**src/rtl/concat_slice_pkg.sv**
```systemverilog
// Shared definitions for the slice bank: slice count, chain-order codes and
// the fixed ring routing. Assumes exactly 16 slices; the ring layout is
// defined only for that count.
package concat_slice_pkg;

    localparam int NUM_SLICES = 16;
    localparam int MAX_CHAIN  = 8;

    typedef enum logic [1:0] {
        ORD_LOOP = 2'b00,
        ORD_PAIR = 2'b01,
        ORD_QUAD = 2'b10,
        ORD_OCT  = 2'b11
    } chain_ord_e;

    // Member p of the four-ring headed by slice g.
    function automatic int quad_member(input int g, input int p);
        case (p)
            0:       return g;
            1:       return 8 + 2 * g;
            2:       return 4 + g;
            default: return 9 + 2 * g;
        endcase
    endfunction

    // Member p of the eight-ring headed by slice h (h = 0 or 1).
    function automatic int oct_member(input int h, input int p);
        if (p < 4) return quad_member(h, p);
        return quad_member(h + 2, p - 4);
    endfunction

    // Index of the slice feeding slice idx for the given order code.
    function automatic int ring_pred(input int idx, input int ord);
        int r;
        r = idx;
        if (ord == 1) begin
            r = idx ^ 8;
        end else if (ord == 2) begin
            for (int g = 0; g < 4; g++)
                for (int p = 0; p < 4; p++)
                    if (quad_member(g, p) == idx) r = quad_member(g, (p + 3) % 4);
        end else if (ord == 3) begin
            for (int h = 0; h < 2; h++)
                for (int p = 0; p < 8; p++)
                    if (oct_member(h, p) == idx) r = oct_member(h, (p + 7) % 8);
        end
        return r;
    endfunction

endpackage

```
**src/rtl/slice_router.sv**
```systemverilog
// Serial input selector for all slices. Purely combinational: each slice's
// new top bit comes from its pin (chain disabled) or from the bit 0 of the
// predecessor chosen by its order field. Predecessors are fixed at
// elaboration from the package ring tables.
module slice_router
    import concat_slice_pkg::*;
(
    input  logic [NUM_SLICES-1:0]      pin_in,
    input  logic [NUM_SLICES-1:0]      slice_lsb,
    input  logic [NUM_SLICES-1:0]      cfg_en,
    input  logic [NUM_SLICES-1:0][1:0] cfg_ord,
    output logic [NUM_SLICES-1:0]      ser_in
);

    for (genvar i = 0; i < NUM_SLICES; i++) begin : g_route
        localparam int P_PAIR = ring_pred(i, 1);
        localparam int P_QUAD = ring_pred(i, 2);
        localparam int P_OCT  = ring_pred(i, 3);

        // Pick slice i's serial source from pin or ring predecessor.
        always_comb begin
            if (!cfg_en[i]) begin
                ser_in[i] = pin_in[i];
            end else begin
                case (chain_ord_e'(cfg_ord[i]))
                    ORD_LOOP: ser_in[i] = slice_lsb[i];
                    ORD_PAIR: ser_in[i] = slice_lsb[P_PAIR];
                    ORD_QUAD: ser_in[i] = slice_lsb[P_QUAD];
                    default:  ser_in[i] = slice_lsb[P_OCT];
                endcase
            end
        end
    end

endmodule

```
**src/rtl/slice_cell.sv**
```systemverilog
// One shift slice with its configuration and position counter. Shifts right
// on a strobe, loads contents or configuration on a write. Assumes the
// caller never asserts a write together with a strobe.
module slice_cell #(
    parameter int SLICE_W  = 32,
    parameter int PRESET_W = 8,
    parameter int PRE_LSB  = 8
) (
    input  logic               clk,
    input  logic               rst_n,
    input  logic               shift_stb,
    input  logic               wr_cfg,
    input  logic               wr_dat,
    input  logic [SLICE_W-1:0] wr_data,
    input  logic               ser_in,
    output logic [SLICE_W-1:0] data_q,
    output logic               cfg_en,
    output logic [1:0]         cfg_ord,
    output logic               xchg
);

    logic [PRESET_W-1:0] preset_q;
    logic [PRESET_W-1:0] pos_q;

    // Slice contents: shift on strobe, replace on data write.
    always_ff @(posedge clk) begin
        if (!rst_n)         data_q <= '0;
        else if (shift_stb) data_q <= {ser_in, data_q[SLICE_W-1:1]};
        else if (wr_dat)    data_q <= wr_data;
    end

    // Configuration fields: flag, order and counter reload value.
    always_ff @(posedge clk) begin
        if (!rst_n) begin
            cfg_en   <= 1'b0;
            cfg_ord  <= 2'b00;
            preset_q <= '0;
        end else if (wr_cfg) begin
            cfg_en   <= wr_data[0];
            cfg_ord  <= wr_data[2:1];
            preset_q <= wr_data[PRE_LSB +: PRESET_W];
        end
    end

    // Position counter with reload and one-cycle exchange pulse.
    always_ff @(posedge clk) begin
        if (!rst_n) begin
            pos_q <= '0;
            xchg  <= 1'b0;
        end else begin
            xchg <= 1'b0;
            if (shift_stb) begin
                if (pos_q == '0) begin
                    pos_q <= preset_q;
                    xchg  <= 1'b1;
                end else begin
                    pos_q <= pos_q - 1'b1;
                end
            end else if (wr_cfg) begin
                pos_q <= wr_data[PRE_LSB +: PRESET_W];
            end
        end
    end

    assert_shift_R7: assert property (@(posedge clk) disable iff (!rst_n)
        shift_stb |=> (data_q[SLICE_W-2:0] == $past(data_q[SLICE_W-1:1]))
                      && (data_q[SLICE_W-1] == $past(ser_in)));

    assert_hold_R10: assert property (@(posedge clk) disable iff (!rst_n)
        (!shift_stb && !wr_dat) |=> $stable(data_q));

    assert_load_R9: assert property (@(posedge clk) disable iff (!rst_n)
        (wr_dat && !shift_stb) |=> (data_q == $past(wr_data)));

    assert_pos_bound_R8: assert property (@(posedge clk) disable iff (!rst_n)
        pos_q <= preset_q);

    assert_xchg_after_stb_R8: assert property (@(posedge clk) disable iff (!rst_n)
        xchg |-> $past(shift_stb));

endmodule

```
**src/rtl/concat_slice_bank.sv**
```systemverilog
// Top of the chainable slice bank. Decodes the write port (writes are
// dropped in a strobe cycle), instantiates the slices and the serial input
// router, and flattens the slice contents onto one output bus.
module concat_slice_bank
    import concat_slice_pkg::*;
#(
    parameter int SLICE_W = 32
) (
    input  logic                          clk,
    input  logic                          rst_n,
    input  logic                          shift_stb,
    input  logic [NUM_SLICES-1:0]         pin_in,
    input  logic                          wr_en,
    input  logic                          wr_is_cfg,
    input  logic [$clog2(NUM_SLICES)-1:0] wr_slice,
    input  logic [SLICE_W-1:0]            wr_data,
    output logic [NUM_SLICES-1:0]         slice_out,
    output logic [NUM_SLICES*SLICE_W-1:0] slice_data,
    output logic [NUM_SLICES-1:0]         exchange
);

    localparam int IDX_W    = $clog2(NUM_SLICES);
    localparam int PRESET_W = $clog2(SLICE_W * MAX_CHAIN);
    localparam int PRE_LSB  = 8;

    logic                      wr_ok;
    logic [NUM_SLICES-1:0]      ser_in;
    logic [NUM_SLICES-1:0]      cfg_en;
    logic [NUM_SLICES-1:0][1:0] cfg_ord;

    // Writes only act between strobes.
    assign wr_ok = wr_en && !shift_stb;

    for (genvar i = 0; i < NUM_SLICES; i++) begin : g_slice
        localparam logic [IDX_W-1:0] MY_IDX = IDX_W'(i);
        logic [SLICE_W-1:0] dq;

        slice_cell #(
            .SLICE_W  (SLICE_W),
            .PRESET_W (PRESET_W),
            .PRE_LSB  (PRE_LSB)
        ) u_cell (
            .clk       (clk),
            .rst_n     (rst_n),
            .shift_stb (shift_stb),
            .wr_cfg    (wr_ok && wr_is_cfg && (wr_slice == MY_IDX)),
            .wr_dat    (wr_ok && !wr_is_cfg && (wr_slice == MY_IDX)),
            .wr_data   (wr_data),
            .ser_in    (ser_in[i]),
            .data_q    (dq),
            .cfg_en    (cfg_en[i]),
            .cfg_ord   (cfg_ord[i]),
            .xchg      (exchange[i])
        );

        assign slice_data[i*SLICE_W +: SLICE_W] = dq;
        assign slice_out[i] = dq[0];

        assert_pin_src_R2: assert property (@(posedge clk) disable iff (!rst_n)
            !cfg_en[i] |-> (ser_in[i] == pin_in[i]));

        assert_self_loop_R3: assert property (@(posedge clk) disable iff (!rst_n)
            (cfg_en[i] && cfg_ord[i] == 2'b00) |-> (ser_in[i] == slice_out[i]));
    end

    slice_router u_router (
        .pin_in    (pin_in),
        .slice_lsb (slice_out),
        .cfg_en    (cfg_en),
        .cfg_ord   (cfg_ord),
        .ser_in    (ser_in)
    );

endmodule

```
**config.mk**
```make
export PLATFORM = sky130hd
export DESIGN_NAME = concat_slice_bank
export DESIGN_NICKNAME = d
export VERILOG_FILES = /design/src/rtl/concat_slice_pkg.sv /design/src/rtl/slice_router.sv /design/src/rtl/slice_cell.sv /design/src/rtl/concat_slice_bank.sv
export SDC_FILE = /design/constraint.sdc
export NUM_CORES = 2
export LEC_CHECK = 0
export BUFFER_PORTS_ARGS = -buffer_cell sky130_fd_sc_hd__buf_2
export CORE_UTILIZATION = 57
export CTS_CLUSTER_DIAMETER = 100
export DETAILED_ROUTE_END_ITERATION = 12
export PLACE_DENSITY = 0.8
export SKIP_LAST_GASP = 1
export SYNTH_ARGS = -nofsm -noshare
export SYNTH_HDL_FRONTEND = slang
export SYNTH_SLANG_ARGS = --single-unit
```
**constraint.sdc**
```tcl
create_clock -name clk -period 2.7 [get_ports clk]
set_input_delay 0.405 -clock clk [delete_from_list [all_inputs] [get_ports clk]]
set_output_delay 0.405 -clock clk [all_outputs]
set_load 0.005 [all_outputs]
```
# Word-level counts from Yosys, hierarchy flattened
# Index checks and enable logic that the tools add are counted.
# Widths: inputs -> output; s select.
# word_totals
inputBits,57
elab_cells,375
output_inout_bits,544
reg_bits,832
# op_classes
mux,128
add_sub_neg,16
reduce_logical,103
eq_ne,32
# op_table
cell,count
$mux 32,32
$mux 8,48
$logic_not 8->1,16
$sub 8x1->8 const B,16
$reduce_bool 2->1,32
$logic_and 1x1->1,35
$mux 1,34
$eq 4x4->1 const B,8
$logic_not 2->1,16
$eq 2x1->1 const B,13
$pmux 1 s2,11
$eq 4x3->1 const B,4
$pmux 1 s3,3
$eq 2x2->1 const B,4
$eq 4x2->1 const B,2
$eq 4x1->1 const B,1
$logic_not 4->1,1
$logic_not 1->1,2
$reduce_and 2->1,1

# Longest topological paths before layout
# logic_depth
word_depth,6
depth_mapped,8
ltp_nobuf,6

# Modules after synthesis
# From an unflattened synthesis, not the netlist that was laid out.
# hier_totals
hier_cells,4778
area_unflattened_um2,41244.6
# by_module_without_submodules
mod,n_inst,cells_per_inst,area_each_um2
slice_cell (g_slice[1].u_cell ...),9,293,2519.9
slice_cell (g_slice[0].u_cell ...),7,283,2509.9
slice_router,1,92,530.5
concat_slice_bank,1,68,465.4

# Worst setup path before layout
# OpenSTA, ideal clock, no wires.
# synth_path
path_kind,input to register
startpoint,input port shift_stb
endpoint,register g_slice[1].u_cell.data_q[10]
arrival_ns,1.990
t_required_ns,2.568
setup_ns,0.132
path_slack_ns,0.577
path_buffers,4
stages,8
cell_sequence,buf_6 or3b_1 buf_6 or4_4 buf_6 buf_6 mux2i_1 a21oi_1
# synth_between
elab_chain_len,5
# synth_lines
element,line,source
"start, declared",concat_slice_bank.sv:11,"input logic shift_stb,"
$logic_not 1->1,concat_slice_bank.sv:32,assign wr_ok = wr_en && !shift_stb;
$logic_and 1x1->1,concat_slice_bank.sv:32,
$logic_and 1x1->1 (2 in a row),concat_slice_bank.sv:47,".wr_dat (wr_ok && !wr_is_cfg && (wr_slice == MY_IDX)),"
$reduce_bool 2->1 (no source line),-,
"end signal, assigned",slice_cell.sv:28,"else if (shift_stb) data_q <= {ser_in, data_q[SLICE_W-1:1]};"
"end signal, assigned",slice_cell.sv:29,else if (wr_dat) data_q <= wr_data;
"end, declared",slice_cell.sv:16,"output logic [SLICE_W-1:0] data_q,"
# Several ways; a longest one is shown, not always the timed one.
# A chain may end at the register's enable or synchronous reset.

# Worst setup path in the final report
# layout_path
startpoint,register g_slice[1].u_cell.pos_q[0]
endpoint,register g_slice[1].u_cell.pos_q[4]
# layout_between
elab_chain_len,3
# layout_lines
element,line,source
"start, declared",slice_cell.sv:23,logic [PRESET_W-1:0] pos_q;
"start signal, assigned",slice_cell.sv:54,pos_q <= preset_q;
"start signal, assigned",slice_cell.sv:57,pos_q <= pos_q - 1'b1;
"start signal, assigned",slice_cell.sv:60,pos_q <= wr_data[PRE_LSB +: PRESET_W];
$sub 8x1->8 / $logic_not 8->1 (equally long branches),"slice_cell.sv:57, slice_cell.sv:53",
$mux 8 *,slice_cell.sv:53,if (pos_q == '0) begin
$mux 8 *,slice_cell.sv:52,if (shift_stb) begin
# Mark *: on every way between the ends. The rest lies on a longest branch, timed or not.

==> impl_metrics.tcl <==
set metrics [dict create \
    gr-total-overflow 0 \
    place_hpwl_um 91700 \
    portBuffers 600 \
    slowest_stage "or3b_2" \
    period_share 0.836 \
    yosysTopAreaCell "dfxtp_1" \
    p_int_w 0.0237 \
    synth_edf_count 0 \
    p_sw_frac 0.301 \
    synthesis.nets 4583 \
    numCtsBuffers 88 \
    critPathMaxFanout 7 \
    crit_type "flop to flop" \
    cp-startpoint "g_slice[1].u_cell.pos_q[0]$_SDFFE_PN0P_" \
    ctsHoldBuffers 0 \
    maxSlewViolCount 0 \
    syn_area_um2 37900 \
    end_kind "flop" \
    yosysWarnings 0 \
    p_leak_nw 18.3 \
    htreeDepth 3 \
    grt_max_degree 256 \
    globalplace.congestion 0.948 \
    clk_pin_slew_ns 0.06 \
    pwr-share-seq 0.418 \
    avgRoutedWirePerCell_um 24.5 \
    clk_path_buf_depth 3 \
    fin_tns_setup_ns 0 \
    switchingPower_w 0.0102 \
    p_per_area_nw_per_um2 763 \
    clockPowerShare 0.388 \
    syn_inst 4494 \
    area_growth_pct 17.1 \
    netlist_top_cells_area "dfxtp_1, a211oi_1, o21ai_0" \
    placed_cells 5588 \
    clkLatencyLatePin_ns 0.66 \
    maxCapViolCount 0 \
    cts_root_buf "clkbuf_16" \
    fin_nets 4903 \
    synthesis.area_per_instance_um2 8.42 \
    hold_violations 0 \
    track_usage 0.401 \
    final_antenna_net_count 0 \
    chipWidth_um 260 \
    drive_gt1_frac 0.198 \
    viasPerCell 6.56 \
    critPathTopFamily "simple AND/OR/NAND/NOR gates" \
    grt_pass1_vias 33979 \
    antenna_found_initial 7 \
    grt_pass1_wl_um 209000 \
    seq_area_frac_synth 0.440 \
    rsz0062_at_grt "no" \
    critPathCapture "g_slice[1].u_cell.pos_q[4]$_SDFFE_PN0P_" \
    max_slew.worst_pin.slew_ns 1.29 \
    synth_seq_cells 832 \
    relSlewSlack 0.137 \
    yosysUniqueCellTypes 64 \
    rows 94 \
    die_area_um2 67400 \
    vdd_drop_max_mv 0.567 \
    min_period_ns 2.26 \
    hold_class "primary input to flop" \
    rr_startpoint "g_slice[1].u_cell.pos_q[0]$_SDFFE_PN0P_" \
    cp_cell_sequence "inv_1, ha_1, or3b_2, or2_0, mux2i_1, a221oi_1" \
    vias 37742 \
    p_comb_frac 0.194 \
    cts_sinks 832 \
    setup_violations 0 \
    synth_top_area_frac 0.440 \
    ios 601 \
    cts.repair.resized 0 \
    cts_tree "done" \
    max_stage_delay_ns 0.50 \
    postCtsSetupBuffers 0 \
    rr_worst_depth 6 \
    post_layout_nonfiller_instances 5755 \
    start_util 0.576 \
    ys.flop_type "dfxtp_1" \
    crit_required_ns 3.24 \
    die_y_um 260 \
    drt_iter0_markers 4974 \
    reg2reg_to "g_slice[1].u_cell.pos_q[4]$_SDFFE_PN0P_" \
    async_flop_share 0 \
    path_buf_inv 1 \
    firstDrtPassIters 12 \
    synthTopCellsByCount "dfxtp_1, o21ai_0, nor3_1" \
    violations "DRC" \
    max_freq_ghz 0.443 \
    start_kind "flop" \
    drc 2 \
    fin_skew_ns 0.0284 \
    outcome "finished with violations" \
    worstPathArrival_ns 2.80 \
    core_um2 65700 \
    cp.depth 6 \
    rrSetupSlack_ns 0.44 \
    routed_wl_um 141000 \
    yosysMostFrequentCell "dfxtp_1" \
]
[registers in the layout, summed over array words and instances, names as in the netlist]
| register | cells |
|---|---|
| g_slice.u_cell.data_q | 512 |
| g_slice.u_cell.pos_q | 128 |
| g_slice.u_cell.preset_q | 128 |
| g_slice.u_cell.cfg_ord | 32 |
| g_slice.u_cell.cfg_en | 16 |
| g_slice.u_cell.xchg | 16 |
[through the flow]
stage / power (W) / hold WS [ns] / instance area, um^2 / worst slack, ns / utilization
finish: 0.0338 / 0.103 / 44300 / 0.442 / 0.674
floorplan: 0.0186 / 0.428 / 37900 / 0.577 / -
global route: 0.0349 / 0.0984 / 44300 / 0.303 / 0.674
CTS: 0.0336 / 0.0840 / 44300 / 0.469 / 0.674
global placement: 0.0205 / 0.438 / 41200 / 0.274 / 0.627
detailed placement: 0.0207 / 0.444 / 41200 / 0.261 / 0.627
[logic make-up (layout without fill, tap and decap cells)]
kind of cell / count (synthesis) / count (layout) / share of synthesized area
buf+inv: 572 / 965 / 0.0649
other cells: 0 / 4 / 0
simple gates: 1228 / 1228 / 0.160
flops: 832 / 832 / 0.440
xor+xnor: 48 / 48 / 0.0111
fa+ha+maj: 32 / 32 / 0.0106
compound gates: 1534 / 1534 / 0.246
mux: 248 / 248 / 0.0670
[layout make-up]
class	count	area [um^2]
clock buffers	122	2540
multi-input cells	3090	18800
flip-flops and latches	832	16700
clock inverters	41	564
repair buffers	736	4410
fillers	5227	21400
well taps	864	1080
diodes	4	10.0
inverters	66	260
[routing by layer]
metal  global-route usage  vias up  share of wire
li1                     -    17049              -
met1                0.512    17847           0.37
met2                0.585     2269           0.42
met3                0.112      569           0.12
met4                0.274        8          0.079
met5                    0        -        0.00043
[power by group through the flow]
stage	combinational, W	sequential [W]	clock, W
finish	0.00657	0.0142	0.0131
global route	0.00711	0.0143	0.0136
CTS	0.00642	0.0141	0.0131
detailed placement	0.00635	0.0144	0
global placement	0.00621	0.0143	0
floorplan	0.00443	0.0142	0
[worst reg2reg max path: cells and delay by family, from the launching register on]
kind | cells | cell delay [ns]
flops | 1 | 0.34
mux | 1 | 0.21
fa+ha+maj | 1 | 0.23
buf+inv | 1 | 0.16
compound gates | 1 | 0.30
simple gates | 2 | 0.92
[worst min-delay path by stage]
stage                                               start                                    endpoint  slack, ns  cells after the start
2_1_floorplan  g_slice[0].u_cell.preset_q[7]$_SDFFE_PN0P_  g_slice[0].u_cell.preset_q[7]$_SDFFE_PN0P_       0.43                      2
3_3_place_gp   g_slice[0].u_cell.preset_q[1]$_SDFFE_PN0P_  g_slice[0].u_cell.preset_q[1]$_SDFFE_PN0P_       0.44                      2
3_5_place_dp   g_slice[0].u_cell.preset_q[0]$_SDFFE_PN0P_  g_slice[0].u_cell.preset_q[0]$_SDFFE_PN0P_       0.44                      2
4_1_cts                                        pin_in[11]  g_slice[11].u_cell.data_q[31]$_SDFFE_PN0P_       0.08                      3
5_1_grt                                        pin_in[11]  g_slice[11].u_cell.data_q[31]$_SDFFE_PN0P_        0.1                      3
6_report                                       pin_in[11]  g_slice[11].u_cell.data_q[31]$_SDFFE_PN0P_       0.10                      3
[placed cells by master (no fill, tap or decap), drive strengths merged, types with 13 or more instances in the layout]
| cell type | instances |
|---|---|
| xor2 | 46 |
| clkbuf | 122 |
| buf | 736 |
| o22ai | 23 |
| or2 | 13 |
| nand3 | 53 |
| or4 | 33 |
| nor3 | 450 |
| nor2 | 102 |
| clkinv | 22 |
| a211oi | 381 |
| o311ai | 15 |
| mux2i | 233 |
| dfxtp | 832 |
| nor4 | 20 |
| a311oi | 23 |
| a21oi | 361 |
| ha | 32 |
| nand2b | 26 |
| o211ai | 16 |
| inv | 72 |
| o31a | 27 |
| o21ai | 565 |
| nor2b | 21 |
| a31oi | 32 |
| or3 | 40 |
| nor3b | 30 |
| nand2 | 407 |
| a221oi | 33 |
(Power assumes the default switching activity.)
